[src/rtl/ofu_pkg.sv]
package ofu_pkg;
    localparam int WORD_W   = 48;
    localparam int SYL_W    = 12;
    localparam int IDX_W    = 10;
    localparam int LIT_W    = 10;
    localparam int MADDR_W  = 15;
    localparam int OP_W     = SYL_W - IDX_W;

    // Table word field positions (behaviour depends on these)
    localparam int F_DESC    = 47;
    localparam int F_PROG    = 46;
    localparam int F_PRES    = 45;
    localparam int F_SIZE_LO = 35;
    localparam int F_SIZE_W  = 10;

    typedef enum logic [OP_W-1:0] {
        OP_LIT  = 2'b00,
        OP_OPND = 2'b01,
        OP_DROP = 2'b10,
        OP_RSVD = 2'b11
    } op_e;

    typedef enum logic [2:0] {
        S_IDLE,
        S_TBL_RD,
        S_TBL_WT,
        S_ELM_RD,
        S_ELM_WT,
        S_DONE
    } state_e;

    typedef enum logic [1:0] {
        END_NONE,
        END_CALL,
        END_BOUNDS,
        END_ABSENT
    } end_e;
endpackage

[src/rtl/ofu_entry_decode.sv]
module ofu_entry_decode
    import ofu_pkg::*;
#(
    parameter int W  = WORD_W,
    parameter int AW = MADDR_W
) (
    input  logic [W-1:0]  entry_i,
    input  logic [W-1:0]  index_i,
    output logic          is_desc_o,
    output logic          is_prog_o,
    output logic          present_o,
    output logic          in_bounds_o,
    output logic [AW-1:0] seg_addr_o,
    output logic [AW-1:0] elem_addr_o
);
    logic [F_SIZE_W-1:0] seg_size;
    logic                unused_mid;

    assign unused_mid = ^entry_i[F_SIZE_LO-1:AW];

    always_comb begin
        is_desc_o   = entry_i[F_DESC];
        is_prog_o   = entry_i[F_PROG];
        present_o   = entry_i[F_PRES];
        seg_size    = entry_i[F_SIZE_LO +: F_SIZE_W];
        // full-width compare: any high index bit is out of range
        in_bounds_o = index_i < W'(seg_size);
        seg_addr_o  = entry_i[AW-1:0];
        elem_addr_o = entry_i[AW-1:0] + index_i[AW-1:0];
    end
endmodule

[src/rtl/ofu_stack.sv]
module ofu_stack #(
    parameter int W     = 48,
    parameter int DEPTH = 8          // power of two: pointer wraps naturally
) (
    input  logic         clk,
    input  logic         rst_n,
    input  logic         push_i,
    input  logic [W-1:0] push_val_i,
    input  logic         pop_i,
    input  logic         load_b_i,
    input  logic [W-1:0] load_b_val_i,
    output logic [W-1:0] a_o,
    output logic [W-1:0] b_o
);
    localparam int PW = (DEPTH > 1) ? $clog2(DEPTH) : 1;

    logic [W-1:0]  a_q;
    logic [W-1:0]  b_q;
    logic [W-1:0]  spill_q [DEPTH];
    logic [PW-1:0] sp_q;
    logic [PW-1:0] sp_dn;

    assign sp_dn = sp_q - 1'b1;
    assign a_o   = a_q;
    assign b_o   = b_q;

    always_ff @(posedge clk or negedge rst_n) begin
        if (!rst_n) begin
            a_q  <= '0;
            b_q  <= '0;
            sp_q <= '0;
            for (int i = 0; i < DEPTH; i++) spill_q[i] <= '0;
        end else if (push_i) begin
            spill_q[sp_q] <= b_q;
            sp_q          <= sp_q + 1'b1;
            b_q           <= a_q;
            a_q           <= push_val_i;
        end else if (pop_i) begin
            a_q  <= b_q;
            b_q  <= spill_q[sp_dn];
            sp_q <= sp_dn;
        end else if (load_b_i) begin
            b_q <= load_b_val_i;
        end
    end

    // the controller never requests two stack moves in one cycle
    assert_one_stack_op_R3: assert property (@(posedge clk) disable iff (!rst_n)
        $countones({push_i, pop_i, load_b_i}) <= 1);
endmodule

[src/rtl/ofu_operand_fetch.sv]
module ofu_operand_fetch
    import ofu_pkg::*;
#(
    parameter int STACK_DEPTH = 8
) (
    input  logic               clk,
    input  logic               rst_n,
    input  logic               start,
    input  logic [SYL_W-1:0]   syllable,
    input  logic [MADDR_W-1:0] table_base,
    output logic               busy,
    output logic               done,
    output logic               call_req,
    output logic [MADDR_W-1:0] call_target,
    output logic               bounds_err,
    output logic               absent_trap,
    output logic [WORD_W-1:0]  stack_a,
    output logic [WORD_W-1:0]  stack_b,
    output logic               mem_rd_en,
    output logic [MADDR_W-1:0] mem_addr,
    input  logic [WORD_W-1:0]  mem_rdata
);
    state_e state_q, state_d;
    end_e   end_q, end_d;
    op_e    op_in;

    logic [MADDR_W-1:0] tbl_addr_q;
    logic [MADDR_W-1:0] elem_addr_q;
    logic [MADDR_W-1:0] tgt_q;

    logic               st_push, st_pop, st_load;
    logic [WORD_W-1:0]  st_push_val, st_load_val;

    logic               dec_desc, dec_prog, dec_pres, dec_inb;
    logic [MADDR_W-1:0] dec_seg, dec_elem;

    assign op_in = op_e'(syllable[SYL_W-1 -: OP_W]);

    ofu_entry_decode #(.W(WORD_W), .AW(MADDR_W)) u_decode (
        .entry_i    (mem_rdata),
        .index_i    (stack_b),
        .is_desc_o  (dec_desc),
        .is_prog_o  (dec_prog),
        .present_o  (dec_pres),
        .in_bounds_o(dec_inb),
        .seg_addr_o (dec_seg),
        .elem_addr_o(dec_elem)
    );

    ofu_stack #(.W(WORD_W), .DEPTH(STACK_DEPTH)) u_stack (
        .clk         (clk),
        .rst_n       (rst_n),
        .push_i      (st_push),
        .push_val_i  (st_push_val),
        .pop_i       (st_pop),
        .load_b_i    (st_load),
        .load_b_val_i(st_load_val),
        .a_o         (stack_a),
        .b_o         (stack_b)
    );

    // Next-state and end-cause selection
    always_comb begin
        state_d = state_q;
        end_d   = END_NONE;
        unique case (state_q)
            S_IDLE: begin
                if (start) state_d = (op_in == OP_OPND) ? S_TBL_RD : S_DONE;
            end
            S_TBL_RD: state_d = S_TBL_WT;
            S_TBL_WT: begin
                state_d = S_DONE;
                if (dec_desc) begin
                    if (dec_prog)      end_d = END_CALL;
                    else if (!dec_pres) end_d = END_ABSENT;
                    else if (!dec_inb)  end_d = END_BOUNDS;
                    else                state_d = S_ELM_RD;
                end
            end
            S_ELM_RD: state_d = S_ELM_WT;
            S_ELM_WT: state_d = S_DONE;
            S_DONE:   state_d = S_IDLE;
            default:  state_d = S_IDLE;
        endcase
    end

    // State register
    always_ff @(posedge clk or negedge rst_n) begin
        if (!rst_n) state_q <= S_IDLE;
        else        state_q <= state_d;
    end

    // Per-syllable context registers
    always_ff @(posedge clk or negedge rst_n) begin
        if (!rst_n) begin
            end_q       <= END_NONE;
            tbl_addr_q  <= '0;
            elem_addr_q <= '0;
            tgt_q       <= '0;
        end else begin
            if (state_q == S_IDLE && start)
                tbl_addr_q <= table_base + MADDR_W'(syllable[IDX_W-1:0]);
            if (state_q == S_TBL_WT) begin
                end_q       <= end_d;
                tgt_q       <= dec_seg;
                elem_addr_q <= dec_elem;
            end else if (state_q == S_DONE) begin
                end_q <= END_NONE;
            end
        end
    end

    // Outputs and stack controls
    always_comb begin
        busy        = 1'b0;
        done        = 1'b0;
        mem_rd_en   = 1'b0;
        mem_addr    = '0;
        st_push     = 1'b0;
        st_push_val = '0;
        st_pop      = 1'b0;
        st_load     = 1'b0;
        st_load_val = '0;
        call_req    = 1'b0;
        bounds_err  = 1'b0;
        absent_trap = 1'b0;
        call_target = tgt_q;
        unique case (state_q)
            S_IDLE: begin
                if (start) begin
                    case (op_in)
                        OP_LIT: begin
                            st_push     = 1'b1;
                            st_push_val = WORD_W'(syllable[LIT_W-1:0]);
                        end
                        OP_DROP: st_pop = 1'b1;
                        default: ;
                    endcase
                end
            end
            S_TBL_RD: begin
                busy      = 1'b1;
                mem_rd_en = 1'b1;
                mem_addr  = tbl_addr_q;
            end
            S_TBL_WT: begin
                busy = 1'b1;
                if (!dec_desc) begin
                    st_push     = 1'b1;
                    st_push_val = mem_rdata;
                end
            end
            S_ELM_RD: begin
                busy      = 1'b1;
                mem_rd_en = 1'b1;
                mem_addr  = elem_addr_q;
            end
            S_ELM_WT: begin
                busy        = 1'b1;
                st_load     = 1'b1;
                st_load_val = mem_rdata;
            end
            S_DONE: begin
                done        = 1'b1;
                call_req    = (end_q == END_CALL);
                bounds_err  = (end_q == END_BOUNDS);
                absent_trap = (end_q == END_ABSENT);
            end
            default: ;
        endcase
    end

    assert_done_pulse_R11: assert property (@(posedge clk) disable iff (!rst_n)
        done |=> !done);

    assert_single_read_R5: assert property (@(posedge clk) disable iff (!rst_n)
        mem_rd_en |=> !mem_rd_en);

    assert_one_flag_R12: assert property (@(posedge clk) disable iff (!rst_n)
        $onehot0({call_req, bounds_err, absent_trap}));

    assert_desc_no_push_R7: assert property (@(posedge clk) disable iff (!rst_n)
        (state_q == S_TBL_WT && dec_desc) |=> ($stable(stack_a) && $stable(stack_b)));

    assert_no_busy_done_R11: assert property (@(posedge clk) disable iff (!rst_n)
        !(busy && done));
endmodule

[config.mk]
export PLATFORM = sky130hd
export DESIGN_NAME = ofu_operand_fetch
export DESIGN_NICKNAME = d
export VERILOG_FILES = /design/src/rtl/ofu_pkg.sv /design/src/rtl/ofu_entry_decode.sv /design/src/rtl/ofu_stack.sv /design/src/rtl/ofu_operand_fetch.sv
export SDC_FILE = /design/constraint.sdc
export NUM_CORES = 1
export LEC_CHECK = 0
export BUFFER_PORTS_ARGS = -buffer_cell sky130_fd_sc_hd__buf_2
export CAP_MARGIN = 40
export CELL_PAD_IN_SITES_DETAIL_PLACEMENT = 2
export CELL_PAD_IN_SITES_GLOBAL_PLACEMENT = 2
export CORE_MARGIN = 2
export CORE_UTILIZATION = 46
export CTS_CLUSTER_SIZE = 25
export DETAILED_ROUTE_END_ITERATION = 7
export GPL_TIMING_DRIVEN = 0
export HOLD_SLACK_MARGIN = 0.12
export PLACE_DENSITY = 0.88
export SLEW_MARGIN = 20
export SYNTH_ARGS = -nofsm -noshare
export SYNTH_HDL_FRONTEND = slang
export SYNTH_SLANG_ARGS = --single-unit
[constraint.sdc]
create_clock -name clk -period 7.1 [get_ports clk]
set_input_delay 0.355 -clock clk [delete_from_list [all_inputs] [get_ports clk]]
set_output_delay 0.355 -clock clk [all_outputs]
set_load 0.05 [all_outputs]
; ---- Word level (Yosys, flattened, before mapping)
; Index checks and enable logic that the tools add are counted.
[totals]
out_inout_bits = 132
input_bits = 78
word_cells = 92
regBits = 533
[classes]
add_sub_neg = 4
reduce_logical = 9
n_mux = 46
n_lt_le_gt_ge = 4
n_eq_ne = 11
n_bitwise = 2
[ops]
columns = operator, count
row1 = $mux W48, 9
row2 = $bwmux W384, 1
row3 = $bmux W48 S3, 1
row4 = $demux W48 S3, 1
row5 = $pmux W47 S2, 1
row6 = $lt A48 B10 Y1, 1
row7 = $mux W47, 1
row8 = $pmux W15 S2, 1
row9 = $mux W3, 8
row10 = $mux W10, 2
row11 = $add A15 B10 Y15, 1
row12 = $add A15 B15 Y15, 1
row13 = $pmux W3 S5, 1
row14 = $mux W1, 13
row15 = $mux W2, 6
row16 = $ge A4 B4 Y1 const B, 2
row17 = $not A3 Y4, 2
row18 = $eq A2 B2 Y1 const B, 3
row19 = $eq A3 B2 Y1 const B, 2
row20 = $eq A3 B3 Y1 const B, 2
row21 = $eq A2 B1 Y1 const B, 2
row22 = $lt A4 B1 Y1 const B, 1
row23 = $reduce_bool A2 Y1, 2
row24 = $reduce_or A4 Y1, 1
row25 = other kinds (10), 11

; ---- Logic depth before layout (Yosys ltp)
[depth]
word_depth = 7
ltp_mapped = 11
depth_no_buf = 9

; ---- By module
; Synthesis repeated with hierarchy kept, for this count alone.
[unflattened]
hier_cells = 2208
hier_area_um2 = 26771.9
[modules_own_cells]
columns = module, area_per_inst_um2, seq_area_each_um2, n_inst, cells_each
row1 = ofu_stack, 22221.3, 12086.6, 1, 1694
row2 = ofu_operand_fetch, 3380.7, 1251.2, 1, 359
row3 = ofu_entry_decode, 1169.9, 0.0, 1, 155

; ---- Worst setup path before layout
; No wires, ideal clock.
[synth_path]
path_type = register -> output
start = register state_q[2]
end = output bounds_err
arrival_time_ps = 2721
stages_incl_launch_ff = 6
setup_slack_ps = 4024
required_ps = 6745
n_path_buf = 1
cell_sequence = dfrtp_1 > buf_2 > inv_1 > nor3b_1 > nand2_1 > nor2_1
[synth_between]
elab_chain_cells = 2
[synth_lines]
columns = item, line
row1 = from (decl), ofu_operand_fetch.sv:23  ; state_e state_q, state_d;
row2 = from (signal assigned), ofu_operand_fetch.sv:90  ; else state_q <= state_d;
row3 = $eq A3 B3 Y1, ofu_operand_fetch.sv:128  ; unique case (state_q)
row4 = $mux W1, ofu_operand_fetch.sv:128
row5 = to (decl), ofu_operand_fetch.sv:15  ; output logic bounds_err,
; Every way passes these cells.

; ---- Worst setup path after layout
[layout_path]
start = register u_stack.sp_q[0]
end = register u_stack.b_q[9], in the netlist u_stack.b_o[9]
[layout_between]
elab_chain_cells = 7
[layout_lines]
columns = item, line
row1 = from (decl), ofu_stack.sv:20  ; logic [PW-1:0] sp_q;
row2 = from (signal assigned), ofu_stack.sv:35  ; sp_q <= sp_q + 1'b1;
row3 = from (signal assigned), ofu_stack.sv:41  ; sp_q <= sp_dn;
row4 = $sub A3 B1 Y3, ofu_stack.sv:23  ; assign sp_dn = sp_q - 1'b1;
row5 = via u_stack.sp_dn[0], ofu_stack.sv:21  ; logic [PW-1:0] sp_dn;
row6 = $not A3 Y4 (not written as such), ofu_stack.sv:40  ; b_q <= spill_q[sp_dn];
row7 = $bmux W48 S3, ofu_stack.sv:40
row8 = $mux W48 (not written as such) (2 in a row), ofu_stack.sv:40
row9 = $mux W48, ofu_stack.sv:38  ; end else if (pop_i) begin
row10 = $mux W48, ofu_stack.sv:33  ; end else if (push_i) begin
row11 = to (signal assigned), ofu_stack.sv:36  ; b_q <= a_q;
row12 = to (signal assigned), ofu_stack.sv:40
row13 = to (signal assigned), ofu_stack.sv:43  ; b_q <= load_b_val_i;
row14 = to (decl), ofu_stack.sv:18  ; logic [W-1:0] b_q;
; The timed path passes the listed nets, and every way through them passes these cells. The select of a mux whose other input is x is not followed.
; A chain may end at the register's enable or synchronous reset.

==> results.toml <==
[finish]
fin_cells = 3104
nets = 2416
final_util_pct = 56.2
drive_gt1_share_pct = 37.8
syn2layout_area_growth_pct = 21.0
fin_area_um2 = 31000

[min_path]
worstHoldStart = "table_base[10]"
hold-path-cell-count = 3
whs_endpoint = "tbl_addr_q[10]"
hold_path_class = "in -> reg"

[setup_path]
r2r_cells = 10
critPathArrivalTime_ps = 5490
required_ps = 7530
crit_buf_inv = 5
crit_family = "buffers and inverters"
slowest_delay_ps = 840
cp_slowest_cell = "xor2_1"
path_cells = "clkbuf_1 -> inv_1 -> ha_1 -> xor2_1 -> clkbuf_1 -> buf_6 -> clkbuf_1 -> mux4_2 -> mux2i_1 -> o221ai_1"
start_kind = "flip-flop"
reg2reg_to = "u_stack.b_o[9]"
worstSetupEndpointType = "flip-flop"
r2r-start = "u_stack.sp_q[0]"
rrSetupSlack_ps = 2040
crit_path_max_fanout = 10
worstSetupPathType = "reg -> reg"
crit_top_cell = "clkbuf_1"

[placement]
dpl.cell_count = 2901
io_buffers = 209
dpl_cell_area_um2 = 28000
dp.final_hpwl_um = 67700
gp_congestion = 0.902

[clocking]
clkTransAtPathRegs_ps = 70
clk_latency_ps = 670
postCtsResizedCells = 0
htree_levels = 2
cts_buffer_depth = 3
cts_root_buffer = "clkbuf_16"
post_cts_buffers = 0
cts_tree = "yes"
cts_sinks = 533
cts_buffers = 59

[floorplanning]
io_pins = 210
fp.dieArea_um2 = 57500
core_area_um2 = 55100
initial_core_util_pct = 46.4
die_h_um = 240
chipWidth_um = 240
core.rowCount = 86

[route]
wl_per_cell_um = 44.9
viasPerCell = 7.11
drc = 0
drtPass1Iterations = 5
vias = 22100
routed.top_layer = "met5"
drt_wl_total_um = 139000
dr_wl_met2_um = 64800
wl_met3_um = 12900
drt_iter0_drc = 2519
wl_met1_um = 48300
antenna_left = 0

[global_routing]
grtUsageTotal_pct = 44.9
first_global_vias = 23700
grt_pass1_wl_um = 183000
antenna_found_initial = 8
grt_max_degree = 98
grt_overflow_total = 0

[sta]
fmax_mhz = 198
finClkSkew_ps = 24.6
rsz0062_at_grt = "false"
finalSetupViolCount = 0
hold_violations = 0
whs_ps = 171
drv_slew = 2
post-route-min-period_ps = 5060
fin_setup_tns_ps = 0
relSlewSlack_pct = -5.80
tightestPinTransition_ps = 1570
finalCritPeriodShare_pct = 71.2

[power]
powerDensity_nw_per_um2 = 566
power_leakage_uw = 0.0148
peakVddDrop_mv = 0.296

[synth]
synth_top_cell_by_area = "dfrtp_1"
ys_types = 62
synth_nets = 2032
synth.most_common_cell = "dfrtp_1"
synth_commonest_cells = "533 x dfrtp_1, 374 x mux2_2, 169 x nand2_1, 155 x mux2i_1, 96 x mux4_2"
synth.avg_cell_area_um2 = 13.3
async_flop_share_pct = 100
synth.top_cells.by_area = "dfrtp_1 52%, mux2_2 16%, mux4_2 8.4%"
syn_inst = 1917
ys_warn_count = 0
synth-edff-count = 0
ys_ff_latch = 533
syn-cell-area_um2 = 25600
synth_top_cell_area_share_pct = 52.1
synth_seq_area_share_pct = 52.1
synth_ff_type = "dfrtp_1"

[job]
drv_cap = 1

[outcome]
status = "finished, violations left"
failed_checks = "max-capacitance violations, max-slew violations"
## layout by cell type (no fill, tap or decap), types with 8 or more instances in the layout
master         netlist  layout
dfrtp_1            533     533
mux2_2             374     374
buf_2               34     243
nand2_1            169     169
mux2i_1            155     155
clkbuf_1            95     103
mux4_2              96      96
o21ai_0             86      86
dlygate4sd3_1        0      66
clkbuf_16            0      59
o221ai_1            48      48
buf_6                3      40
buf_1               36      36
nor2_1              36      36
ha_1                35      35
inv_1               23      23
clkbuf_8             0      22
xor2_1              16      16
a21oi_1             14      14
clkinv_2             0      13
nor4_1              11      11
a22oi_1             11      11
xnor2_1             10      10
nand3_1              9       9
a21o_1               9       9
o21a_1               9       9
nor3_1               9       8
mux2_4               8       8
## area by class of cell
class	count	area, um2
multi-input combinational	1191	11500
inverter	23	86.3
clock inverter	22	272
tap	748	936
antenna	5	12.5
sequential	533	13300
clock buffer	89	1810
timing repair buffer	323	2350
fill	5082	24100
buffer	170	711
## power breakdown
group / internal, uW / total [uW] / leakage, uW / switching [uW]
sequential: 4160 / 5520 / 0.00704 / 1360
clock: 1980 / 3560 / 0.00104 / 1590
combinational: 2770 / 8450 / 0.00676 / 5680
total: 8910 / 17500 / 0.0148 / 8620
## cells by family (layout without fill, tap and decap cells)
| family | count (synthesis) | after routing | share of synthesized area, % |
|---|---|---|---|
| xor+xnor | 26 | 26 | 0.890 |
| buf+inv | 193 | 627 | 3.11 |
| mux | 635 | 635 | 31.5 |
| simple gates | 283 | 283 | 5.00 |
| compound gates | 210 | 210 | 5.47 |
| fa+ha+maj | 37 | 37 | 1.87 |
| flops | 533 | 533 | 52.1 |
| other cells | 0 | 5 | 0 |
## worst max path at each step
stage	startpoint	to	slack (ps)	cells past startpoint
2_1_floorplan	state_q[2]	bounds_err	4020	5
3_3_place_gp	rst_n	u_stack.spill_q[234]	-5000	1
3_5_place_dp	u_stack.sp_q[0]	u_stack.b_o[19]	2830	9
4_1_cts	u_stack.sp_q[0]	u_stack.b_o[31]	2690	9
5_1_grt	u_stack.sp_q[0]	u_stack.b_o[9]	2100	10
6_report	u_stack.sp_q[0]	u_stack.b_o[9]	2040	10
## registers in the layout, indices dropped and copies added (netlist names)
signal           cells
u_stack.spill_q    384
u_stack.a_o         48
u_stack.b_o         48
call_target         15
elem_addr_q         15
tbl_addr_q          15
state_q              3
u_stack.sp_q         3
end_q                2
## stage by stage
stage               power, uW  setup slack (ps)
finish                  17500              2040
global route            17600              2100
CTS                     16100              2690
detailed placement      12200              2830
global placement        11300             -5000
floorplan                9500              4020
## worst reg2reg max path: stages (launching register included)
cell and delay, ps:
dfrtp_1 390, clkbuf_1 470, inv_1 280, ha_1 370, xor2_1 840, clkbuf_1 240, buf_6 220, clkbuf_1 720
mux4_2 460, mux2i_1 450, o221ai_1 380
## layer usage
layer | GRT usage (%) | vias to the layer above
met5 | 0 | -
met4 | 30.2 | 12
met3 | 11.1 | 862
met2 | 73.8 | 1975
met1 | 52.2 | 11400
li1 | - | 7779
## timing repair
item | 4_1_cts | 5_1_grt
endpoints found under the setup margin | 0 | 0
hold buffers | 65 | 1
hold endpoints to repair | 159 | 1
Power figures use the tool's default switching activity.
